<file path="config.mk">
export PLATFORM = sky130hd
export DESIGN_NAME = mm_timer
export DESIGN_NICKNAME = d
export VERILOG_FILES = /design/src/rtl/mm_timer_pkg.sv /design/src/rtl/mm_timer_srcsel.sv /design/src/rtl/mm_timer_presc.sv /design/src/rtl/mm_timer_core.sv /design/src/rtl/mm_timer.sv
export SDC_FILE = /design/constraint.sdc
export NUM_CORES = 1
export LEC_CHECK = 0
export BUFFER_PORTS_ARGS = -buffer_cell sky130_fd_sc_hd__clkbuf_2
export CAP_MARGIN = 15
export CORE_ASPECT_RATIO = 0.7
export CORE_MARGIN = 2
export CORE_UTILIZATION = 50
export DETAILED_ROUTE_END_ITERATION = 6
export PLACE_DENSITY = 0.81
export SETUP_SLACK_MARGIN = 0.5
export SYNTH_ARGS = -nofsm -noshare
export SYNTH_HDL_FRONTEND = slang
export SYNTH_SLANG_ARGS = --single-unit
</file>
<file path="constraint.sdc">
create_clock -name clk -period 7.9 [get_ports clk]
set_input_delay 0.79 -clock clk [delete_from_list [all_inputs] [get_ports clk]]
set_output_delay 0.79 -clock clk [all_outputs]
set_load 0.02 [all_outputs]
</file>
<file path="src/rtl/mm_timer_pkg.sv">
package mm_timer_pkg;

    typedef enum logic [1:0] {
        RUN_HALT   = 2'b00,
        RUN_UP     = 2'b01,
        RUN_FREE   = 2'b10,
        RUN_BOUNCE = 2'b11
    } run_mode_e;

    typedef enum logic [1:0] {
        LEN_FULL = 2'b00,
        LEN_M4   = 2'b01,
        LEN_M6   = 2'b10,
        LEN_M8   = 2'b11
    } len_code_e;

endpackage

</file>
<file path="src/rtl/mm_timer_srcsel.sv">
module mm_timer_srcsel #(
    parameter int NSRC = 4,
    localparam int SW  = $clog2(NSRC)
) (
    input  logic [NSRC-1:0] ce_in,
    input  logic [SW-1:0]   sel,
    output logic            ce_out
);
    assign ce_out = ce_in[sel];
endmodule

</file>
<file path="src/rtl/mm_timer_presc.sv">
module mm_timer_presc #(
    parameter int PW = 3,
    localparam int DW = $clog2(PW + 1)
) (
    input  logic          clk,
    input  logic          rst_n,
    input  logic          ce,
    input  logic          run,
    input  logic          clr,
    input  logic [DW-1:0] div_sel,
    output logic          tick
);
    typedef struct packed {
        logic [PW-1:0] phase;
    } presc_st_t;

    presc_st_t st_q, st_d;
    logic [PW-1:0] mask;

    always_comb begin
        mask = ~({PW{1'b1}} << div_sel);
        st_d = st_q;
        tick = 1'b0;
        if (ce && run) begin
            tick       = ((st_q.phase & mask) == mask);
            st_d.phase = st_q.phase + 1'b1;
        end
        if (clr) begin
            st_d.phase = '0;
        end
    end

    always_ff @(posedge clk or negedge rst_n) begin
        if (!rst_n) st_q <= '0;
        else        st_q <= st_d;
    end

    AST_CLR_PHASE: assert property (@(posedge clk) disable iff (!rst_n)
        clr |=> (st_q.phase == '0));
    AST_HALT_PHASE: assert property (@(posedge clk) disable iff (!rst_n)
        (!run && !clr) |=> $stable(st_q.phase));
endmodule

</file>
<file path="src/rtl/mm_timer_core.sv">
module mm_timer_core
    import mm_timer_pkg::*;
#(
    parameter int CW = 16
) (
    input  logic          clk,
    input  logic          rst_n,
    input  logic          tick,
    input  logic          clr,
    input  logic          flag_clr,
    input  logic [1:0]    mode_sel,
    input  logic [1:0]    len_sel,
    input  logic [CW-1:0] period,
    output logic [CW-1:0] count,
    output logic          dir_down,
    output logic          flag
);
    localparam logic [CW-1:0] LMAX_FULL = {CW{1'b1}};
    localparam logic [CW-1:0] LMAX_M4   = LMAX_FULL >> 4;
    localparam logic [CW-1:0] LMAX_M6   = LMAX_FULL >> 6;
    localparam logic [CW-1:0] LMAX_M8   = LMAX_FULL >> 8;

    typedef struct packed {
        logic [CW-1:0] cnt;
        logic          down;
        logic          flag;
    } core_st_t;

    core_st_t      st_q, st_d;
    logic [CW-1:0] lmax, top, inc;
    logic          wrap;
    run_mode_e     mode;

    always_comb begin
        mode = run_mode_e'(mode_sel);
        unique case (len_code_e'(len_sel))
            LEN_FULL: lmax = LMAX_FULL;
            LEN_M4:   lmax = LMAX_M4;
            LEN_M6:   lmax = LMAX_M6;
            default:  lmax = LMAX_M8;
        endcase
        top  = (period > lmax) ? lmax : period;
        inc  = st_q.cnt + 1'b1;
        wrap = 1'b0;
        st_d = st_q;
        if (tick) begin
            unique case (mode)
                RUN_UP: begin
                    st_d.down = 1'b0;
                    if (st_q.cnt >= top) begin
                        st_d.cnt = '0;
                        wrap     = 1'b1;
                    end else begin
                        st_d.cnt = inc;
                    end
                end
                RUN_FREE: begin
                    st_d.down = 1'b0;
                    if (st_q.cnt >= lmax) begin
                        st_d.cnt = '0;
                        wrap     = 1'b1;
                    end else begin
                        st_d.cnt = inc;
                    end
                end
                RUN_BOUNCE: begin
                    if (!st_q.down && st_q.cnt < top) begin
                        st_d.cnt  = inc;
                        st_d.down = (inc >= top);
                    end else if (st_q.cnt != '0) begin
                        st_d.cnt  = st_q.cnt - 1'b1;
                        st_d.down = 1'b1;
                        if (st_q.cnt == {{(CW-1){1'b0}}, 1'b1}) begin
                            st_d.down = 1'b0;
                            wrap      = 1'b1;
                        end
                    end else begin
                        st_d.down = 1'b0;
                    end
                end
                default: ;
            endcase
        end
        if (wrap)          st_d.flag = 1'b1;
        else if (flag_clr) st_d.flag = 1'b0;
        if (clr) begin
            st_d.cnt  = '0;
            st_d.down = 1'b0;
        end
    end

    always_ff @(posedge clk or negedge rst_n) begin
        if (!rst_n) st_q <= '0;
        else        st_q <= st_d;
    end

    assign count    = st_q.cnt;
    assign dir_down = st_q.down;
    assign flag     = st_q.flag;

    AST_FREE_STEP: assert property (@(posedge clk) disable iff (!rst_n)
        (tick && !clr && mode == RUN_FREE && st_q.cnt < lmax)
        |=> (st_q.cnt == $past(st_q.cnt) + 1'b1));
    AST_UP_WRAP: assert property (@(posedge clk) disable iff (!rst_n)
        (tick && !clr && mode == RUN_UP && st_q.cnt >= top)
        |=> (st_q.cnt == '0 && st_q.flag));
    AST_BOUNCE_BOUND: assert property (@(posedge clk) disable iff (!rst_n)
        (tick && !clr && mode == RUN_BOUNCE && st_q.cnt <= top)
        |=> (st_q.cnt <= $past(top)));
    AST_CLR_STATE: assert property (@(posedge clk) disable iff (!rst_n)
        clr |=> (st_q.cnt == '0 && !st_q.down));
    AST_IDLE_HOLD: assert property (@(posedge clk) disable iff (!rst_n)
        (!tick && !clr) |=> $stable(st_q.cnt));
    AST_FLAG_STICKY: assert property (@(posedge clk) disable iff (!rst_n)
        (st_q.flag && !flag_clr) |=> st_q.flag);
endmodule

</file>
<file path="src/rtl/mm_timer.sv">
module mm_timer
    import mm_timer_pkg::*;
#(
    parameter int CW   = 16,
    parameter int PW   = 3,
    parameter int NSRC = 4
) (
    input  logic          clk,
    input  logic          rst_n,
    input  logic          ce_ext,
    input  logic          ce_aux,
    input  logic          ce_sub,
    input  logic          ce_ext_inv,
    input  logic [1:0]    src_sel,
    input  logic [1:0]    div_sel,
    input  logic [1:0]    len_sel,
    input  logic [1:0]    mode_sel,
    input  logic [CW-1:0] period,
    input  logic          clr,
    input  logic          flag_clr,
    input  logic          irq_en,
    output logic [CW-1:0] count,
    output logic          dir_down,
    output logic          irq
);
    logic ce_sel, tick, run, flag;

    assign run = (run_mode_e'(mode_sel) != RUN_HALT);

    mm_timer_srcsel #(.NSRC(NSRC)) u_src (
        .ce_in  ({ce_ext_inv, ce_sub, ce_aux, ce_ext}),
        .sel    (src_sel),
        .ce_out (ce_sel)
    );

    mm_timer_presc #(.PW(PW)) u_presc (
        .clk     (clk),
        .rst_n   (rst_n),
        .ce      (ce_sel),
        .run     (run),
        .clr     (clr),
        .div_sel (div_sel),
        .tick    (tick)
    );

    mm_timer_core #(.CW(CW)) u_core (
        .clk      (clk),
        .rst_n    (rst_n),
        .tick     (tick),
        .clr      (clr),
        .flag_clr (flag_clr),
        .mode_sel (mode_sel),
        .len_sel  (len_sel),
        .period   (period),
        .count    (count),
        .dir_down (dir_down),
        .flag     (flag)
    );

    assign irq = flag & irq_en;

    AST_IRQ_MASKED: assert property (@(posedge clk) disable iff (!rst_n)
        !irq_en |-> !irq);
    AST_HALT_TICKLESS: assert property (@(posedge clk) disable iff (!rst_n)
        (!run && !clr) |=> $stable(count));
endmodule

</file>
# Yosys cells after proc, flatten, opt, wreduce, memory -nomap -nowiden
# Cells that the tools add are included.
# op_classes
n_addsub	3
n_lt_le_gt_ge	6
eq_ne	8
shift	1
muxes	25
bitwise	3
n_reduce_logical	12
# op_table
op	count
$mux 16	4
$mux 17	3
$pmux 17 s3	1
$ge 16x16->1	3
$pmux 16 s3	1
$add 16x1->16 const B	1
$eq 16x1->1 const B	1
$gt 16x16->1	1
$lt 16x16->1	1
$reduce_bool 16->1	1
$sub 16x1->16 const B	1
$mux 1	12
$reduce_bool 2->1	4
$eq 2x2->1 const B	3
$mux 3	2
$eq 2x1->1 const B	2
$ne 4x2->1 const B	1
$reduce_bool 4->1	1
$add 3x1->3 const B	1
$and 3x3->3	1
$eq 3x3->1	1
$lt 2x3->1 const B	1
$not 3->3	1
$pmux 1 s3	1
other kinds (8)	9
# totals
reg_bits	21
out_inout_bits	18
wordCells	62

# Depth between registers and ports, before layout
# logic_depth
ltp_word	10
depth_mapped	19
depth_no_buf	17

# Hierarchy
# From an unflattened synthesis, not the netlist that was laid out.
# unflattened
cells_unflattened	375
hier_area_um2	3121.7
# by_module_without_submodules
module	n_inst	cells_each	area_per_inst_um2
mm_timer_core	1	354	2927.8
mm_timer_presc	1	18	158.9
mm_timer_srcsel	1	1	22.5
mm_timer	1	2	12.5

# Least setup slack after synthesis
# No wires, ideal clock.
# synth_path
path_kind	input -> register
start	in len_sel[0]
end	reg u_core.st_q (netlist bit u_core.count[0])
arrival_time_ns	4.702
t_required_ns	7.820
setup_slack_ns	3.118
stages	19
path_buffers	2
path_cell_list	or2_2 ha_1 a21oi_1 o21ai_1 a21oi_1 a21o_1 clkbuf_1 nor2_1 a21oi_1 ha_1 a221oi_2 o21ai_1 a21oi_1 nand2_1 o31ai_4 a31oi_4 or2_4 buf_8 mux2i_4
# synth_via
elab_chain_cells	10
elab_cells_between_ends	18
# synth_rtl
element	line_no	rtl
start: declaration	mm_timer.sv:16	input logic [1:0] len_sel,
$eq 2x2->1, or another cell as far along	mm_timer_core.sv:36	unique case (len_code_e'(len_sel))
$pmux 16 s3 (*)	mm_timer_core.sv:36	
$gt 16x16->1	mm_timer_core.sv:42	top = (period > lmax) ? lmax : period;
$mux 16	mm_timer_core.sv:42	
$lt 16x16->1	mm_timer_core.sv:67	if (!st_q.down && st_q.cnt < top) begin
$logic_and 1x1->1	mm_timer_core.sv:67	
$mux 17	mm_timer_core.sv:67	
$pmux 17 s3	mm_timer_core.sv:47	unique case (mode)
$mux 17	mm_timer_core.sv:46	if (tick) begin
$mux 17	mm_timer_core.sv:86	if (clr) begin
end signal: assignment	mm_timer_core.sv:94	else st_q <= st_d;
end: declaration	mm_timer_core.sv:29	core_st_t st_q, st_d;
# Mark *: on every way between the ends. The rest lies on a longest branch, timed or not. The select of a mux whose other input is x is not followed.
# A chain may end at the register's enable or synchronous reset.

# Worst setup path after layout
# layout_path
start	in len_sel[1]
end	reg u_core.st_q (netlist bit u_core.count[8])
# Same word-level chain as after synthesis.

==> results.tsv <==
metric	value	unit
die_w	100	µm
use_met1	0.390	
core	6250	µm²
clock_latency	270	ps
h-tree-depth	1	
finalHoldViolCount	0	
end_kind	flop	
synth_edf_count	0	
ctsResizeCount	0	
track_usage	0.266	
yosysSeqAreaShare	0.162	
vdd_drop_max	0.0516	mV
yosysMostFrequentCell	ha_1	
grt_pass1_wl	15100	µm
fmax	176	MHz
num_rows	24	
antenna_left	0	
met2_usage	0.430	
relSlewSlack	0.497	
drive_above_1_share	0.205	
ys_async_sr_fraction	1.00	
synthAdderAreaFrac	0.184	
synth_warnings	0	
synth_common_cells	ha_1, nor2_1, a21oi_1, dfrtp_1, nand2_1	
postCtsSetupBuffers	0	
grtUsageMet3	0.0351	
drtIter0Drc	254	
drc	0	
top_usage_layer	met2	
syn-num-nets	465	
synthCells	385	
fin_setup_tns	0	ps
vias	3270	
power_leakage	1.68	nW
fin_nets	506	
netlist_top_cells_area	ha_1, dfrtp_1, a21oi_1, nor2_1, o2bb2ai_2	
syn_avg_cell_area	8.44	µm²
antenna_found_initial	0	
synth_compound_area_frac	0.293	
synthesis.area	3250	µm²
gr-total-overflow	0	
grt_pass1_vias	3014	
rr_worst_depth	13	
synth_simple_gate_area_frac	0.223	
vias_per_cell	6.50	
required	8050	ps
worst_slew_pin_slew	754	ps
cap_violations	0	
hold_class	input port to async pin	
synth_top_family_by_area	compound AO/OA/AOI/OAI gates	
critPathKind	input port to flop	
finalSetupViolCount	0	
grt_start_max_net_pins	23	
path_max_fanout	13	
period_needed	5680	ps
synth_xor_area_frac	0.0458	
dieArea	7170	µm²
dp_hpwl	7330	µm
start_util	0.520	
synth_flop_cell	dfrtp_1	
clockRootBuffer	clkbuf_8	
wire_per_inst	18.5	µm
status	completed	
synth_largest_area_cell	ha_1	
ctsHoldBuffers	0	
wl	9280	µm
slew_viol_final	0	
dr.pass1.iters	5	
yosysUniqueCellTypes	74	
placed_area	3520	µm²
cts_tree	done	
rsz0062_at_grt	no	
antennaDiodeCount	0	
ios	51	
die_h	71.4	µm
area_delta_synth_final	9.90	%
ctsLongestPathBuffers	2	
netlist.area_leader.share	0.181	
cts_buffers	3	
place.gp.congestion	0.943	
cts_sinks	21	
period_share	0.719	
port_buffers	50	
power_density	88.4	nW/µm²
fin_area	3570	µm²
ys_seq_elements	21	
crit_arrival	5830	ps
skew	9.09	ps
path_clk_slew	80	ps
synth_mux_area_frac	0.0497	
crit_path_start_kind	input port	
==> cell usage in the layout (no fill, tap or decap), types with 5 or more instances in the layout <==
master / count
clkbuf_2: 50
ha_1: 47
nor2_1: 36
a21oi_1: 29
dfrtp_1: 21
nand2_1: 18
inv_1: 16
o21ai_0: 14
nor3_1: 13
nand4_1: 12
xnor2_1: 12
nand3_1: 12
o22ai_1: 10
a21o_1: 8
mux2i_1: 8
o2bb2ai_2: 8
and3_1: 5
nand2b_1: 5
xor2_1: 5
==> critical path, cell delays in order <==
cell	delay (ps)
clkbuf_2	170
or2_2	400
ha_1	330
a21oi_1	150
o21ai_1	140
a21oi_1	350
a21o_1	310
nor2_1	150
a21oi_1	230
ha_1	320
a221oi_2	230
o21ai_1	90
a21oi_1	330
nand3_1	180
o21a_1	440
a31oi_1	610
buf_4	280
nor2_1	60
o31a_1	290
==> path summary, 6_finish.rpt <==
kind	start	to	slack [ps]
min in group clk	u_presc.st_q[2]	u_presc.st_q[2]	560
setup reg to reg	u_core.count[2]	u_core.dir_down	4210
hold / removal	rst_n	u_core.dir_down	490
max in group asynchronous	rst_n	u_core.flag	7060
setup / recovery	len_sel[1]	u_core.count[8]	2220
hold reg to reg	u_presc.st_q[2]	u_presc.st_q[2]	560
==> per-layer routing <==
metal / wire [µm] / share of wire
met5: 0 / 0
met4: 138 / 0.015
met3: 640 / 0.069
met2: 4130 / 0.44
met1: 4370 / 0.47
==> sequential cells by signal, indices dropped and copies added (netlist names) <==
register	cells
u_core.count	16
u_presc.st_q	3
u_core.flag	1
u_core.dir_down	1
==> through the flow <==
step | util | setup slack [ps] | std cells | total power, mW | hold WS, ps
after floorplan | - | 3120 | 385 | 0.204 | 494
after global placement | 0.563 | 2120 | 498 | 0.235 | 519
after detailed placement | 0.563 | 1850 | 498 | 0.242 | 539
after CTS | 0.570 | 2130 | 502 | 0.314 | 502
after global routing | 0.572 | 1910 | 503 | 0.336 | 534
final | 0.572 | 2220 | 503 | 0.316 | 487
==> power by group <==
part	total [mW]	leakage, nW	internal [mW]	switching (mW)
combinational	0.128	1.36	0.0501	0.0775
sequential	0.116	0.291	0.110	0.00578
clock	0.0720	0.0228	0.0360	0.0360
==> final cells by class <==
type	count	area [µm²]
clock buffers	4	45.0
fillers	571	2680
inverters	16	60.1
multi-input cells	333	2580
flip-flops and latches	21	526
well taps	78	97.6
repair buffers	51	258
==> kinds of logic after synthesis <==
| logic type | count (synthesis) |
|---|---|
| simple gates | 134 |
| compound gates | 121 |
| fa+ha+maj | 48 |
| buf+inv | 31 |
| flops | 21 |
| xor+xnor | 17 |
| mux | 13 |
Note: power is estimated with default switching activity, not from simulation.
